==> src/rtl/i2cw_pkg.sv <==
package i2cw_pkg;
    localparam int ADDR_W = 7;
    localparam int BYTE_W = 8;

    typedef enum logic [2:0] {
        ST_IDLE,
        ST_ADDR,
        ST_ADDR_ACK,
        ST_DATA,
        ST_DATA_ACK,
        ST_DRAIN,
        ST_IGNORE
    } rx_state_t;
endpackage

==> src/rtl/i2cw_sync.sv <==
module i2cw_sync #(
    parameter int STAGES = 2
) (
    input  logic clk,
    input  logic rst_n,
    input  logic din,
    output logic lvl,
    output logic rise,
    output logic fall
);
    logic [STAGES:0] pipe;

    always_ff @(posedge clk) begin
        if (!rst_n) begin
            pipe <= '1;
        end else begin
            pipe <= {pipe[STAGES-1:0], din};
        end
    end

    assign lvl  = pipe[STAGES-1];
    assign rise = pipe[STAGES-1] & ~pipe[STAGES];
    assign fall = ~pipe[STAGES-1] & pipe[STAGES];
endmodule

==> src/rtl/i2cw_cond.sv <==
module i2cw_cond (
    input  logic scl_lvl,
    input  logic sda_rise,
    input  logic sda_fall,
    output logic start_o,
    output logic stop_o
);
    // data edges while the clock line is high are bus conditions
    assign start_o = scl_lvl & sda_fall;
    assign stop_o  = scl_lvl & sda_rise;
endmodule

==> src/rtl/i2cw_rx.sv <==
module i2cw_rx
    import i2cw_pkg::*;
#(
    parameter int              SYNC_STAGES = 2,
    parameter int              DATA_BYTES  = 3,
    parameter logic [ADDR_W-1:0] GLOBAL_ADDR = 7'h73
) (
    input  logic                         clk,
    input  logic                         rst_n,
    input  logic                         scl_i,
    input  logic                         sda_i,
    input  logic [ADDR_W-1:0]            dev_addr,
    output logic                         sda_pull_o,
    output logic [BYTE_W*DATA_BYTES-1:0] word_o,
    output logic                         word_valid_o,
    output logic                         busy_o
);
    localparam int WORD_W = BYTE_W * DATA_BYTES;
    localparam int BIT_W  = $clog2(BYTE_W + 1);
    localparam int CNT_W  = $clog2(DATA_BYTES) + 1;
    localparam logic [BIT_W-1:0] LAST_BIT  = BIT_W'(BYTE_W);
    localparam logic [CNT_W-1:0] LAST_BYTE = CNT_W'(DATA_BYTES - 1);

    // line 0 = clock, line 1 = data
    logic [1:0] line_in, line_lvl, line_rise, line_fall;
    assign line_in = {sda_i, scl_i};

    for (genvar g = 0; g < 2; g++) begin : g_sync
        i2cw_sync #(.STAGES(SYNC_STAGES)) u_sync (
            .clk  (clk),
            .rst_n(rst_n),
            .din  (line_in[g]),
            .lvl  (line_lvl[g]),
            .rise (line_rise[g]),
            .fall (line_fall[g])
        );
    end

    logic start_ev, stop_ev;
    i2cw_cond u_cond (
        .scl_lvl (line_lvl[0]),
        .sda_rise(line_rise[1]),
        .sda_fall(line_fall[1]),
        .start_o (start_ev),
        .stop_o  (stop_ev)
    );

    logic scl_rise, scl_fall, sda_lvl;
    assign scl_rise = line_rise[0];
    assign scl_fall = line_fall[0];
    assign sda_lvl  = line_lvl[1];

    rx_state_t           st, st_nx;
    logic [BIT_W-1:0]    bitcnt;
    logic [CNT_W-1:0]    bytecnt;
    logic [BYTE_W-1:0]   shreg;
    logic [WORD_W-1:0]   word_sh;
    logic                addr_hit;
    logic                byte_done;

    assign addr_hit  = ((shreg[BYTE_W-1:1] == dev_addr) ||
                        (shreg[BYTE_W-1:1] == GLOBAL_ADDR)) && !shreg[0];
    assign byte_done = scl_fall && (bitcnt == LAST_BIT);

    // next-state decision
    always_comb begin
        st_nx = st;
        if (start_ev) begin
            st_nx = ST_ADDR;
        end else if (stop_ev) begin
            st_nx = ST_IDLE;
        end else begin
            unique case (st)
                ST_IDLE:     st_nx = ST_IDLE;
                ST_ADDR:     if (byte_done) st_nx = addr_hit ? ST_ADDR_ACK : ST_IGNORE;
                ST_ADDR_ACK: if (scl_fall) st_nx = ST_DATA;
                ST_DATA:     if (byte_done) st_nx = ST_DATA_ACK;
                ST_DATA_ACK: if (scl_fall) st_nx = (bytecnt == LAST_BYTE) ? ST_DRAIN : ST_DATA;
                ST_DRAIN:    st_nx = ST_DRAIN;
                ST_IGNORE:   st_nx = ST_IGNORE;
                default:     st_nx = ST_IDLE;
            endcase
        end
    end

    // state register and byte datapath
    always_ff @(posedge clk) begin
        if (!rst_n) begin
            st      <= ST_IDLE;
            bitcnt  <= '0;
            bytecnt <= '0;
            shreg   <= '0;
            word_sh <= '0;
        end else begin
            st <= st_nx;

            if (start_ev || (st_nx != st)) begin
                bitcnt <= '0;
            end else if ((st == ST_ADDR || st == ST_DATA) && scl_rise && (bitcnt != LAST_BIT)) begin
                bitcnt <= bitcnt + 1'b1;
                shreg  <= {shreg[BYTE_W-2:0], sda_lvl};
            end

            if (start_ev) begin
                bytecnt <= '0;
            end else if (st == ST_DATA_ACK && st_nx == ST_DATA) begin
                bytecnt <= bytecnt + 1'b1;
            end

            if (st == ST_DATA && st_nx == ST_DATA_ACK) begin
                word_sh <= {word_sh[WORD_W-BYTE_W-1:0], shreg};
            end
        end
    end

    // registered outputs, decoded from the next state
    always_ff @(posedge clk) begin
        if (!rst_n) begin
            sda_pull_o   <= 1'b0;
            busy_o       <= 1'b0;
            word_valid_o <= 1'b0;
            word_o       <= '0;
        end else begin
            sda_pull_o   <= (st_nx == ST_ADDR_ACK) || (st_nx == ST_DATA_ACK);
            busy_o       <= (st_nx == ST_ADDR_ACK) || (st_nx == ST_DATA) ||
                            (st_nx == ST_DATA_ACK);
            word_valid_o <= (st == ST_DATA_ACK) && (st_nx == ST_DRAIN);
            if ((st == ST_DATA_ACK) && (st_nx == ST_DRAIN)) begin
                word_o <= word_sh;
            end
        end
    end
endmodule

==> config.mk <==
export PLATFORM = sky130hd
export DESIGN_NAME = i2cw_rx
export DESIGN_NICKNAME = d
export VERILOG_FILES = /design/src/rtl/i2cw_pkg.sv /design/src/rtl/i2cw_sync.sv /design/src/rtl/i2cw_cond.sv /design/src/rtl/i2cw_rx.sv
export SDC_FILE = /design/constraint.sdc
export NUM_CORES = 1
export LEC_CHECK = 0
export BUFFER_PORTS_ARGS = -buffer_cell sky130_fd_sc_hd__buf_2
export CORE_ASPECT_RATIO = 0.7
export CORE_MARGIN = 5
export CORE_UTILIZATION = 58
export CTS_CLUSTER_SIZE = 20
export DETAILED_ROUTE_END_ITERATION = 8
export PLACE_DENSITY = 0.79
export SLEW_MARGIN = 40
export SYNTH_ARGS = -nofsm -noshare
export SYNTH_HDL_FRONTEND = slang
export SYNTH_SLANG_ARGS = --single-unit
==> constraint.sdc <==
create_clock -name clk -period 2 [get_ports clk]
set_clock_uncertainty 0.1 [all_clocks]
set_input_delay 0.1 -clock clk [delete_from_list [all_inputs] [get_ports clk]]
set_output_delay 0.1 -clock clk [all_outputs]
set_load 0.005 [all_outputs]
; Yosys cells after proc, flatten, opt, wreduce, memory -nomap -nowiden
; Index checks and enable logic that the tools add are counted.
[totals]
regBits = 75
latchBits = 0
ram_bits = 0
romBits = 0
input_bits = 11
out_inout_bits = 27
wordCells = 67
n_memories = 0
[classes]
add_sub_neg = 2
n_mul = 0
div_mod_pow = 0
n_lt_le_gt_ge = 0
eq_ne = 16
n_shift = 0
mux = 9
bitwise_logic = 12
n_reduce_logical = 17
[ops]
columns = op, count
row1 = 3-bit 2-to-1 mux, 8
row2 = 3-bit one-hot mux with 6 select lines, 1
row3 = "3-bit by 2-bit equality test with 1-bit output, second input constant", 5
row4 = "3-bit equality test, second input constant", 5
row5 = 7-bit equality test, 1
row6 = "7-bit equality test, second input constant", 1
row7 = 1-bit logical AND, 7
row8 = 1-bit AND, 6
row9 = 1-bit logical OR, 6
row10 = 1-bit inverter, 6
row11 = "4-bit by 1-bit adder with 4-bit output, second input constant", 1
row12 = "4-bit equality test, second input constant", 1
row13 = "4-bit != test, second input constant", 1
row14 = 2-bit OR reduction, 2
row15 = "3-bit by 1-bit adder with 3-bit output, second input constant", 1
row16 = "3-bit by 1-bit equality test with 1-bit output, second input constant", 1
row17 = 3-bit != test, 1
row18 = 2-bit AND reduction, 1
row19 = 1-bit logical NOT, 1

; Depth between registers and ports, before layout
; Gate-level depths: netlist of run 1.
[logic_depth]
depth_word = 12
ltp_mapped = 9
ltp_nobuf = 7

; Modules after synthesis
; From an unflattened synthesis of run 1, not the netlist that was laid out.
[hier_totals]
hier_cells = 342
area_unflattened_um2 = 3139.3
[by_module_without_submodules]
columns = mod, n_inst, cells_per_inst, area_per_inst_um2, seq_area_each_um2
row1 = i2cw_rx, 1, 324, 2944.1, 1381.3
row2 = i2cw_sync, 2, 8, 91.3, 60.1
row3 = i2cw_cond, 1, 2, 12.5, 0.0

; Worst setup path after synthesis of run 1
; Ideal clock, no wire load.
[synth_timing]
path_type = register to register
start = reg bitcnt[0]
end = reg word_o[22]
arrival_ns = 1.613
slack_ns = 0.212
path_stages_with_launch = 9
path_buffers = 1
path_cell_list = dfxtp_1 > inv_1 > ha_1 > nand3b_4 > o211ai_1 > a31o_2 > buf_2 > o21ai_0 > a21boi_0
[synth_via]
elab_chain_cells = 8
word_cells_on_any_way = 9
[synth_rtl]
columns = item, line_no
row1 = "start, declared", i2cw_rx.sv:54  ; logic [BIT_W-1:0] bitcnt;
row2 = "start signal, assigned", i2cw_rx.sv:100  ; bitcnt <= bitcnt + 1'b1;
row3 = 4-bit equality test *, i2cw_rx.sv:63  ; assign byte_done = scl_fall && (bitcnt == LAST_BIT);
row4 = 1-bit logical AND *, i2cw_rx.sv:63
row5 = 3-bit 2-to-1 mux (on tied branches), "i2cw_rx.sv:77, i2cw_rx.sv:75"
row6 = 3-bit one-hot mux with 6 select lines *, i2cw_rx.sv:73  ; unique case (st)
row7 = 3-bit 2-to-1 mux *, i2cw_rx.sv:70  ; end else if (stop_ev) begin
row8 = 3-bit 2-to-1 mux *, i2cw_rx.sv:68  ; if (start_ev) begin
row9 = 3-bit equality test *, i2cw_rx.sv:128  ; if ((st == ST_DATA_ACK) && (st_nx == ST_DRAIN)) begin
row10 = 1-bit logical AND *, i2cw_rx.sv:128
row11 = "end signal, assigned", i2cw_rx.sv:129  ; word_o <= word_sh;
row12 = "end, declared", i2cw_rx.sv:14  ; output logic [BYTE_W*DATA_BYTES-1:0] word_o,
; Mark *: on every way between the ends. The rest lies on a longest branch, timed or not.
; A chain may end at the register's enable or synchronous reset.

; Worst setup path in the final report of run 1
[layout_timing]
start = reg bitcnt[0]
end = reg word_o[6]
; Same word-level chain as after synthesis.

==> results.md, run 1 <==
Run status:
- The run finished with clean final reports.

Routing:
- After the first detailed-routing iteration, the DRC count stood at 269.
- For this block, the routed nets add up to 7779 um of wire.
- The wire length per cell after detailed routing is around 16 um.
- In the routed design, unresolved DRC markers number 0.
- The first detailed-routing pass took 5 iterations.
- The via density per instance is 5.824.
- The final route contains 2,842 vias.
- The final antenna-violating net count is 0.

Synth:
- In the post-synthesis netlist, the biggest area contributors are dfxtp_1, a21boi_0, nand2_1.
- The net count after synthesis is about 380.
- Of the synthesized area, sequential elements account for 0.4533.
- Counting flops with a built-in enable in the synthesized netlist gives 0.
- The count of mapped cells out of synthesis is between 300 and 400.
- The fraction of synthesis flops using an asynchronous set or reset pin is 0.
- By count the netlist is led by dfxtp_1, nand2_1, nand3_1, a21boi_0, o21ai_0.
- During synthesis, Yosys emitted a total of 0 warnings.
- The most frequent cell after synthesis is dfxtp_1.
- The post-synthesis instance area is roughly 3300 um2.
- Of the post-synthesis cell area, the dominant cell type holds 0.4533.
- The biggest area contributor in the post-synthesis netlist is dfxtp_1.
- In this run, synthesis produced a sequential element count of 75.
- The count of distinct cell types in the synthesized netlist is 51.
- The dominant register cell in the synthesized netlist is dfxtp_1.
- The average instance in the mapped netlist occupies slightly above 9 um2.

Floorplanning:
- For this configuration, the core starts out at a cell density of 0.5872.
- The die width is between 100 and 150 um.
- The top-level port count is 38.
- The number of placement rows is 23.
- The die covers roughly 7300 um2.
- The core area is between 5000 and 6000 um2.
- The vertical extent of the die is around 73 um.

STA:
- Setup repair after global routing could not meet its margin everywhere.
- The final setup TNS is 0 ns.
- Once routing completed, OpenROAD measured the worst setup slack at approximately 0.042 ns.
- The total of endpoints with negative setup slack in the final report is 0.
- Headroom to the max-slew limit came out at 0.6838.
- Timing would allow up to about 510 MHz.
- The number of slew-limit violations in the final report is 0.
- The worst-margin pin slew is around 0.47 ns.
- In the finished design, the share of the clock period the worst path needs comes to 0.9788.
- The number of hold violations in the final report was 0.
- The final critical delay including setup and external delays is between 1.5 and 2 ns.

Power:
- The analysis attributes to cell leakage a power of between 1 and 1.5 nW.
- The power density of the placed cells is 696.6 nW/um2.
- The largest voltage drop on the vdd net is 450.5 uV.

Worst setup path:
- The master of the slowest instance on the critical path is dfxtp_2.
- The kind of cell with the highest combined delay along the critical path is compound AO/OA/AOI/OAI gates.
- The data required time of the worst path is around 2.1 ns.
- STA classifies the critical path endpoint as a flip-flop.
- Data arrives at the worst endpoint at around 2.1 ns.
- The worst setup path is launched from a flip-flop.
- In this run the worst path has a maximum fanout of 12.
- The combined buffer and inverter count along the critical path is 3.
- On the worst path, the slowest cell contributes a delay of approximately 0.33 ns.
- The critical path goes through inv_1 -> ha_2 -> nand3b_4 -> o211ai_1 -> buf_4 -> a31oi_4 -> buf_12 -> nand3_1 -> a21boi_1.
- The critical path is of the reg -> reg type.

Place:
- The placed instance count is roughly 470.
- The sum of net half-perimeters after detailed placement is 5140 um.
- During placement, the flow inserted port buffers numbering 37.
- At the placement stage, the worst setup path has a slack of around 0.015 ns.
- The congestion estimate from routability-driven global placement came to around 0.86.
- The post-detailed-placement cell area is about 3600 um2.

Global routing:
- The global-route wire length before repair is about 12,000 um.
- The overflow left after global routing is 0.
- The overall track demand over capacity in global routing is 0.2191.
- The maximum number of pins on one net before global-route repair is 42.
- The via count of the first global-routing pass came to 2,635.
- The initial antenna violation count is 0.

Finish:
- For this run, the number of standard cells in the final layout without fillers is 488.
- The number of inserted diodes is 0.
- Of the cells placed in the final design, the portion with a size suffix greater than 1 is 0.2131.
- In the final design database the tool counted roughly 420 nets.
- Compared with the post-synthesis result, the final layout area differs by 19.04%.
- The layout has about 460 filler cells.
- The cell area after layout is 3943 um2.

CTS:
- The clock-pin slew reported for the worst setup and hold paths after clock tree synthesis is 0.07 ns.
- Counting the buffers created by CTS gives 9.
- Counting along the longest clock path gives a buffer depth of 2.
- TritonCTS built the clock tree.
- The clock sink count is 75.
- CTS built an H-tree with a depth of 3.
- The clock tree root buffer cell is clkbuf_8.
- At the later pin of the worst-skew pair, clock insertion delay measures 0.35 ns.

Worst hold path:
- The type of the most critical hold path is in -> reg.

Job:
- The number of max-cap violations is 0.
==> worst reg2reg max path, cell delays in order (launching register included) <==
cell	delay, ns
dfxtp_2	0.33
inv_1	0.09
ha_2	0.20
nand3b_4	0.14
o211ai_1	0.30
buf_4	0.18
a31oi_4	0.11
buf_12	0.17
nand3_1	0.14
a21boi_1	0.08
==> cell families after synthesis <==
group	after synthesis	share of synthesized area
AOI/OAI and AO/OA	93	0.1995
xor gates and xnor gates	13	0.03438
adders and majority gates	4	0.01511
buffers and inverters	30	0.04458
DFF	75	0.4533
muxes	9	0.02720
and+or+nand+nor	140	0.2259
==> metal layers <==
metal	wire length (um)	track usage	up-vias
li1	-	-	1363
met1	3551	0.2972	1298
met2	3310	0.3209	159
met3	777	0.07736	22
met4	140	0.08371	0
met5	0	0	-
==> path summary, 6_finish.rpt <==
check / startpoint / endpoint / slack (ns) / cells past startpoint
worst max-delay path: bitcnt[0] / word_o[6] / 0.04 / 9
worst min-delay path: dev_addr[1] / sda_pull_o / 0.24 / 6
worst max register to register: bitcnt[0] / word_o[6] / 0.04 / 9
worst min register to register: g_sync[1].u_sync.pipe[0] / g_sync[1].u_sync.pipe[1] / 0.32 / 1
==> repair_timing <==
action / 4_1_cts / 5_1_grt
endpoints found under the hold margin: 5 / 0
endpoints found under the setup margin: 7 / 41
buffers inserted: 0 / 4
resized for setup: 3 / 10
gates cloned: 0 / 1
hold buffers: 3 / 0
pin swaps: 2 / 3
==> cells in the final DEF (no fill, tap or decap), types with 4 or more instances in the layout <==
master    netlist  final
dfxtp_1        75     70
nand4_1         6      6
nand3_1        29     29
nor2_1          8      8
xnor2_1        10     10
a21boi_0       28     28
clkbuf_8        0     11
nand2b_1        8      8
nand2_1        56     56
mux2i_1         9      9
a21boi_1       21     21
nor2b_1         9      9
dfxtp_2         0      4
buf_4           3     12
inv_1           6      6
nor3_1          4      4
buf_2           7     37
buf_12          0      4
o21ai_0        26     26
==> where the power goes <==
group,internal (W),switching (W)
clock network,0.000637,0.000514
registers,0.00150,0.00000725
logic,0.0000459,0.0000454
total,0.00218,0.000567
==> cell type report <==
class | count | area (um2) | area share
sequential | 75 | 1510 | 0.3831
inverter | 6 | 22.52 | 0.005712
multi-input combinational | 259 | 1700 | 0.4313
timing repair buffer | 58 | 421.7 | 0.1070
clock buffer | 13 | 158.9 | 0.04030
clock inverter | 2 | 35.03 | 0.008886
tap | 75 | 93.84 | 0.02380
==> stage by stage <==
stage | util | power [W] | hold slack [ns]
after floorplan | - | 0.001595 | 0.1015
after global placement | 0.6406 | 0.001618 | 0.1875
after detailed placement | 0.6406 | 0.001619 | 0.1882
after CTS | 0.6817 | 0.002769 | 0.2133
after global routing | 0.6990 | 0.002863 | 0.2526
final | 0.6990 | 0.002747 | 0.2360
==> state kept, by name, summed over array words and instances, names as in the netlist <==
register and cells:
bitcnt 4, g_sync.u_sync.pipe 6, word_valid_o 1, word_o 24, busy_o 1, st 3
sda_pull_o 1, bytecnt 3, word_sh 24, shreg 8
No activity file was read; power rests on OpenSTA's default activity.
==> inputs of run 2 (changes only) <==
--- a/config.mk
+++ b/config.mk
@@ -5,14 +5,13 @@
 export SDC_FILE = /design/constraint.sdc
 export NUM_CORES = 1
 export LEC_CHECK = 0
-export BUFFER_PORTS_ARGS = -buffer_cell sky130_fd_sc_hd__buf_2
+export BUFFER_PORTS_ARGS = -buffer_cell sky130_fd_sc_hd__buf_4
 export CORE_ASPECT_RATIO = 0.7
 export CORE_MARGIN = 5
 export CORE_UTILIZATION = 58
 export CTS_CLUSTER_SIZE = 20
 export DETAILED_ROUTE_END_ITERATION = 8
 export PLACE_DENSITY = 0.79
-export SLEW_MARGIN = 40
 export SYNTH_ARGS = -nofsm -noshare
 export SYNTH_HDL_FRONTEND = slang
 export SYNTH_SLANG_ARGS = --single-unit
==> results.md, run 2 (synthesized netlist as in run 1, its figures left out) <==
Worst setup path:
- The source of the critical timing path is bitcnt[0].
- For flop-to-flop paths, the worst setup slack is between 0.08 and 0.09 ns.
- The data required time of the worst path is between 2 and 2.5 ns.
- The worst register-to-register path begins at bitcnt[0].
- The signal on the critical path passes through inv_2 -> ha_4 -> nand3b_4 -> o211ai_1 -> buf_4 -> a31oi_4 -> buf_12 -> buf_12 -> nand3_1 -> a21boi_1.
- The worst register-to-register path has a depth of 10.
- The master of the slowest instance on the critical path is dfxtp_2.
- STA classifies the critical path startpoint as a flip-flop.
- The endpoint type of the worst setup path is a flip-flop.
- The critical path in this run is classified as reg -> reg.
- The maximum fanout along the worst path is 8.
- The most numerous cell type found on the critical path is buf_12.
- Following the worst setup path forward leads to its endpoint at word_o[12].
- The peak per-stage delay on the critical path is ~0.33 ns.
- STA puts the critical path data arrival time at 2.04 ns.
- The critical register-to-register path endpoint is word_o[12].

STA:
- The number of slew-limit violations in the final report came to 0.
- After layout, the worst setup slack is 0.08789 ns.
- The remaining max-slew budget at the tightest pin is 0.7279.
- The final critical delay including setup and external delays is ~1.9 ns.
- In the finished design, the share of the clock period the worst path needs comes to 0.9561.
- The number of hold violations in the final report came to 0.
- Derived from the worst setup path, the maximum achievable clock frequency is 523.0 MHz.
- Setup violations remaining at the end of the flow were counted as 0.
- At the pin with the least slew margin, the transition time is between 0.4 and 0.5 ns.
- Setup repair after global routing left no endpoint under its margin.

Global routing:
- Global routing finished with a remaining overflow of 0.
- The maximum number of pins on one net before global-route repair is 43.
- For this run, the total global-route usage over all layers was measured as 0.2237.
- The via count of the first global-routing pass is between 2,000 and 3,000.
- The initial antenna violation count is 0.
- The first global-routing pass estimated 12,730 um of wire.

Floorplanning:
- The initialized floorplan defines 23 standard-cell rows.
- The starting density of the core is 0.5872.
- The floorplan step set the die height to between 70 and 80 um.
- In this run the count of I/O pins placed on the die edge is 38.
- The die covers 7346 um2.
- The core region is about 5600 um2.
- The die width is around 100 um.

CTS:
- The buffer depth of the longest clock path is 2.
- The number of buffers inserted during clock tree synthesis is 9.
- The TritonCTS clock tree is yes.
- The number of levels the H-tree was split into is 3.
- The clock-pin slew reported for the worst setup and hold paths after clock tree synthesis is approximately 0.070 ns.
- The clock sink count is 75.
- The later pin in the worst-skew pair is clocked with a latency of 0.34 ns.
- Clock tree synthesis selected as its root buffer the cell clkbuf_8.

Worst hold path:
- The path class of the tightest hold or removal check is in -> reg.

Place:
- The sum of net half-perimeters after detailed placement is 5202 um.
- The placed instance count is around 470.
- At the end of routability-driven placement, the weighted congestion stood at around 0.94.
- The port buffer count is 37.
- Prior to clock tree synthesis, the placed netlist has a worst setup slack of -0.02948 ns.

Run status:
- The run finished with clean final reports.

Routing:
- Using the TritonRoute via totals, the vias-per-cell ratio works out to around 5.7.
- After the first detailed-routing iteration, the DRC count stood at 340.
- The total iterations of the first detailed-routing run is 5.
- The final routed DRC violation total is 0.
- The final antenna-violating net count is 0.
- The wire length reported by the detailed router is between 8000 and 9000 um.
- Dividing the detail-routed wire length by the instance count gives ~16 um.
- For this block, the via count after detailed routing is approximately 2,800.

Finish:
- The count of nets after finishing is 430.
- The fill cell instance count of the final layout is approximately 430.
- Once layout is complete, the cells apart from fillers number just under 500.
- In the layout the commonest cells are dfxtp_1, nand2_1, buf_4.
- The core occupancy in the finished layout is 0.7356.
- Relative to the synthesized area, the layout overhead comes to 25.27%.
- The repair_antennas step left the layout with diodes totalling 0.
- Leaving out fill and tap cells, the most frequent cell in the layout is dfxtp_1.
- The largest registers in the layout are word_o: 24 flops, word_sh: 24 flops, shreg: 8 flops.
- Of the cells placed in the final design, the portion with a size suffix greater than 1 is 0.2458.

Power:
- Across the VDD grid, the largest voltage drop is around 420 uV.
- The leakage component of the power is about 1.5 nW.
- The total power after layout is roughly 0.0027 W.
- For this design the ratio of total power to cell area is ~640 nW/um2.

Job:
- The number of max-cap violations is 0.
-- run 2: changes by cell type in the layout (fill, tap and decap cells not counted), sizes merged --
cell and delta:
buf +4, bufinv -1, clkbuf +2, clkinv -1
clkinvlp +1, dlygate4sd3 +1
-- run 2: where the power goes --
part,internal [W],switching [W]
Sequential,0.00150,0.00000675
Clock,0.000548,0.000524
Combinational,0.0000531,0.0000454
-- run 2: how the worst min path moves through the flow --
stage	startpoint	to	cells after the start
2_1_floorplan	scl_i	g_sync[0].u_sync.pipe[0]	1
3_3_place_gp	scl_i	g_sync[0].u_sync.pipe[0]	2
3_5_place_dp	sda_i	g_sync[1].u_sync.pipe[0]	2
4_1_cts	dev_addr[1]	sda_pull_o	6
5_1_grt	dev_addr[1]	busy_o	6
6_report	dev_addr[1]	sda_pull_o	6
-- run 2: final cells by class --
| cell class | count | area, um2 | share of cell area |
|---|---|---|---|
| clock inverters | 1 | 7.507 | 0.001809 |
| clock buffers | 14 | 172.7 | 0.04162 |
| well taps | 75 | 93.84 | 0.02262 |
| repair buffers | 64 | 604.3 | 0.1457 |
| flip-flops and latches | 75 | 1511 | 0.3643 |
| inverters | 6 | 22.52 | 0.005428 |
| multi-input cells | 259 | 1737 | 0.4186 |
-- run 2: stage by stage --
stage | hold slack (ns) | cell area (um2) | setup TNS (ns)
floorplan | 0.1015 | 3312 | 0
global placement | 0.1876 | 3719 | 0
detailed placement | 0.1919 | 3719 | -0.04895
CTS | 0.2184 | 3966 | 0
global route | 0.2762 | 4149 | 0
finish | 0.2253 | 4149 | 0
-- run 2: critical path, delay by kind of cell, from the launching register on --
family                   cells  cell delay [ns]
buffers and inverters        4             0.55
AO/OA/AOI/OAI                3             0.41
flip-flops                   1             0.33
AND/OR/NAND/NOR              2             0.27
adder cells (fa/ha/maj)      1             0.15
-- run 2: per-layer routing --
metal  vias up  share of wire  GRT usage  routed length [um]
li1       1370              -          -                   -
met1      1330           0.46     0.3220                3708
met2       104           0.45     0.3326                3589
met3         8          0.082    0.05922                 655
met4         0          0.010    0.05979                  82
met5         -              0          0                   0
-- run 2: timing repair --
| action | 4_1_cts | 5_1_grt |
|---|---|---|
| endpoints found under the hold margin | 4 | 0 |
| pin swaps | 1 | 6 |
| hold buffers | 4 | 0 |
| resized for setup | 3 | 22 |
| endpoints found under the setup margin | 3 | 39 |
| buffers inserted | 1 | 6 |
| gates cloned | 0 | 3 |
==> inputs of run 3 (changes only) <==
--- a/config.mk
+++ b/config.mk
@@ -8,10 +8,9 @@
 export BUFFER_PORTS_ARGS = -buffer_cell sky130_fd_sc_hd__buf_4
 export CORE_ASPECT_RATIO = 0.7
 export CORE_MARGIN = 5
-export CORE_UTILIZATION = 58
+export CORE_UTILIZATION = 39
 export CTS_CLUSTER_SIZE = 20
 export DETAILED_ROUTE_END_ITERATION = 8
-export PLACE_DENSITY = 0.79
 export SYNTH_ARGS = -nofsm -noshare
 export SYNTH_HDL_FRONTEND = slang
 export SYNTH_SLANG_ARGS = --single-unit
==> results.md, run 3 (synthesized netlist as in run 1, its figures left out) <==
Run status:
- The flow ran to the end, and the final reports show no timing, DRC or antenna violations.

CTS:
- In this run, CTS created clock tree buffers numbering 9.
- The clock sink count is 75.
- TritonCTS built the clock tree.
- The number of levels the H-tree was split into is 3.
- The buffer depth of the longest clock path is 2.
- The clock-pin slew reported for the worst setup and hold paths after clock tree synthesis is about 0.06 ns.
- For the worst-skew pair, the clock arrives at the later sink with an insertion delay of 0.33 ns.
- The clock tree root buffer cell is clkbuf_16.

Global routing:
- The overall track demand over capacity in global routing is 0.1582.
- The maximum number of pins on one net before global-route repair is 38.
- The via count of the first global-routing pass is ~2,500.
- The initial antenna violation count is 0.
- The global-route wire length before repair is about 13,000 um.
- The overflow left after global routing is 0.

Power:
- Across the VDD grid, the largest voltage drop is 351.5 uV.
- For this design the static power due to leakage is roughly 1.5 nW.
- Of the total power, registers draw 0.480.
- In this run the power density over the cells is around 730 nW/um2.
- The fraction of power spent switching nets is 0.2080.
- The internal power component is around 0.0025 W.
- The net switching power is 0.0006529 W.
- The part of the total power dissipated in the clock network is 0.490.
- The part of the total power dissipated in combinational logic is 0.031.

Finish:
- In the final layout, the share of cells above drive strength 1 is 0.2559.
- The most frequent standard cell in the layout excluding fill and tap cells is dfxtp_1.
- At the end of the flow the core is filled with cells to 0.5118.
- The area growth from synthesis to final layout is 29.39%.
- The top cell types in the final layout, fill and taps aside, are dfxtp_1, nand2_1, buf_4.
- The largest registers in the layout are word_o: 24 flops, word_sh: 24 flops, shreg: 8 flops.
- The cell area after layout is around 4300 um2.
- Excluding fillers, the count of instances in the completed layout stands at between 500 and 600.
- For this run, the post-layout net count is about 430.
- The number of inserted diodes is 0.

Routing:
- The wire length reported by the detailed router is between 7000 and 8000 um.
- The length of routed met3 wiring is between 400 and 500 um.
- Dividing the detail-routed via count by the number of cells gives around 5.2.
- The total iterations of the first detailed-routing run is 4.
- In the routed design, unresolved DRC markers number 0.
- The met2 wire length is approximately 3200 um.
- The wire length per cell after detailed routing is around 15 um.
- After detailed routing, no signal wire sits above met4.
- After the first detailed-routing iteration, the DRC count stood at approximately 210.
- The final antenna-violating net count is 0.
- The routed layout has approximately 2,800 vias.
- After detailed routing, the wire length on met1 is roughly 4200 um.

STA:
- After layout, the minimum clock period comes to just under 2 ns.
- The post-route worst hold slack is 0.07577 ns.
- Based on the critical path, the design can be clocked at up to about 510 MHz.
- The remaining max-slew budget at the tightest pin is 0.7072.
- Adding up every negative setup slack in the final design gives 0 ns.
- Setup violations remaining at the end of the flow were counted as 0.
- Of the available clock period, the critical path in the final layout requires 0.9732.
- The number of slew-limit violations in the final report is 0.
- The worst-margin pin slew is ~0.44 ns.
- The number of hold violations in the final report is 0.

Floorplanning:
- The starting density of the core is 0.3955.
- The vertical extent of the die is 87.10 um.
- The top-level port count is 38.
- Row generation in the floorplan step produced 28 rows.
- The core region is ~8400 um2.
- The die covers approximately 10,000 um2.
- Measured along the x axis, the die boundary spans roughly 120 um.

Worst setup path:
- For the worst setup path, the data required time is around 2.2 ns.
- The worst setup path is captured at a flip-flop.
- Data arrives at the worst endpoint at between 2 and 2.5 ns.
- The worst setup path is of the reg -> reg kind.
- Of all nets on the critical path, the largest fanout is 7.
- The worst setup path is launched from a flip-flop.

Place:
- The placer's final routability congestion estimate is between 0.8 and 0.9.
- The post-detailed-placement cell area is roughly 3800 um2.
- The placed instance count is approximately 500.
- The sum of net half-perimeters after detailed placement is roughly 5300 um.
- The port buffer count is 37.

Worst hold path:
- The tightest min-delay check is of the in -> reg type.

Job:
- The number of max-cap violations is 0.
## run 3: changes by cell type in the layout (fill, tap and decap cells not counted), sizes merged
cell / change
clkinvlp: -1
dlygate4sd3: -2
buf: +4
clkinv: +4
clkbuf: -2
## run 3: layout make-up
type	count	area [um2]
Timing Repair Buffer	66	601.8
Clock inverter	4	23.77
Fill cell	776	4088
Clock buffer	12	266.5
Tap cell	105	131.4
Inverter	6	22.52
Sequential cell	75	1509
Multi-Input combinational cell	259	1730
## run 3: worst max-delay path: stages (launching register included)
cell	delay, ns
dfxtp_2	0.35
inv_2	0.06
ha_4	0.16
nand3b_4	0.12
o211ai_1	0.14
buf_4	0.17
a31oi_4	0.30
clkbuf_16	0.22
nand3_1	0.10
a21boi_0	0.16
## run 3: repair_timing
action,in CTS,in global routing
setup buffers,2,7
gates resized for setup,3,20
hold endpoints to repair,2,0
hold buffers,2,0
setup endpoints to repair,2,34
pin swaps,4,8
cloned,0,3
## run 3: through the flow
| step | setup WS, ns | power [W] |
|---|---|---|
| finish | 0.05352 | 0.003140 |
| global route | -0.04251 | 0.003262 |
| CTS | 0.01614 | 0.003170 |
| detailed placement | -0.09175 | 0.001625 |
| global placement | -0.02904 | 0.001625 |
| floorplan | 0.2119 | 0.001595 |
## run 3: final timing paths
check                                start                        to  slack (ns)  depth (start not counted)
hold reg to reg   g_sync[0].u_sync.pipe[0]  g_sync[0].u_sync.pipe[1]        0.32                          1
hold / removal                       rst_n                word_sh[0]        0.08                          2
setup reg to reg                 bitcnt[0]                 word_o[1]        0.05                          9
setup / recovery                 bitcnt[0]                 word_o[1]        0.05                          9
## run 3: routing by layer
layer | global-route usage | up-vias
li1 | - | 1377
met1 | 0.2362 | 1307
met2 | 0.2054 | 67
met3 | 0.05260 | 6
met4 | 0.06237 | 0
met5 | 0 | -
## run 3: power by group through the flow
stage	Sequential, W	Combinational [W]	Clock, W
2_1_floorplan	0.00154	0.0000585	0
6_report	0.00151	0.0000963	0.00154
5_1_grt	0.00151	0.000104	0.00165
4_1_cts	0.00151	0.0000915	0.00157
3_5_place_dp	0.00154	0.0000875	0
3_3_place_gp	0.00154	0.0000870	0
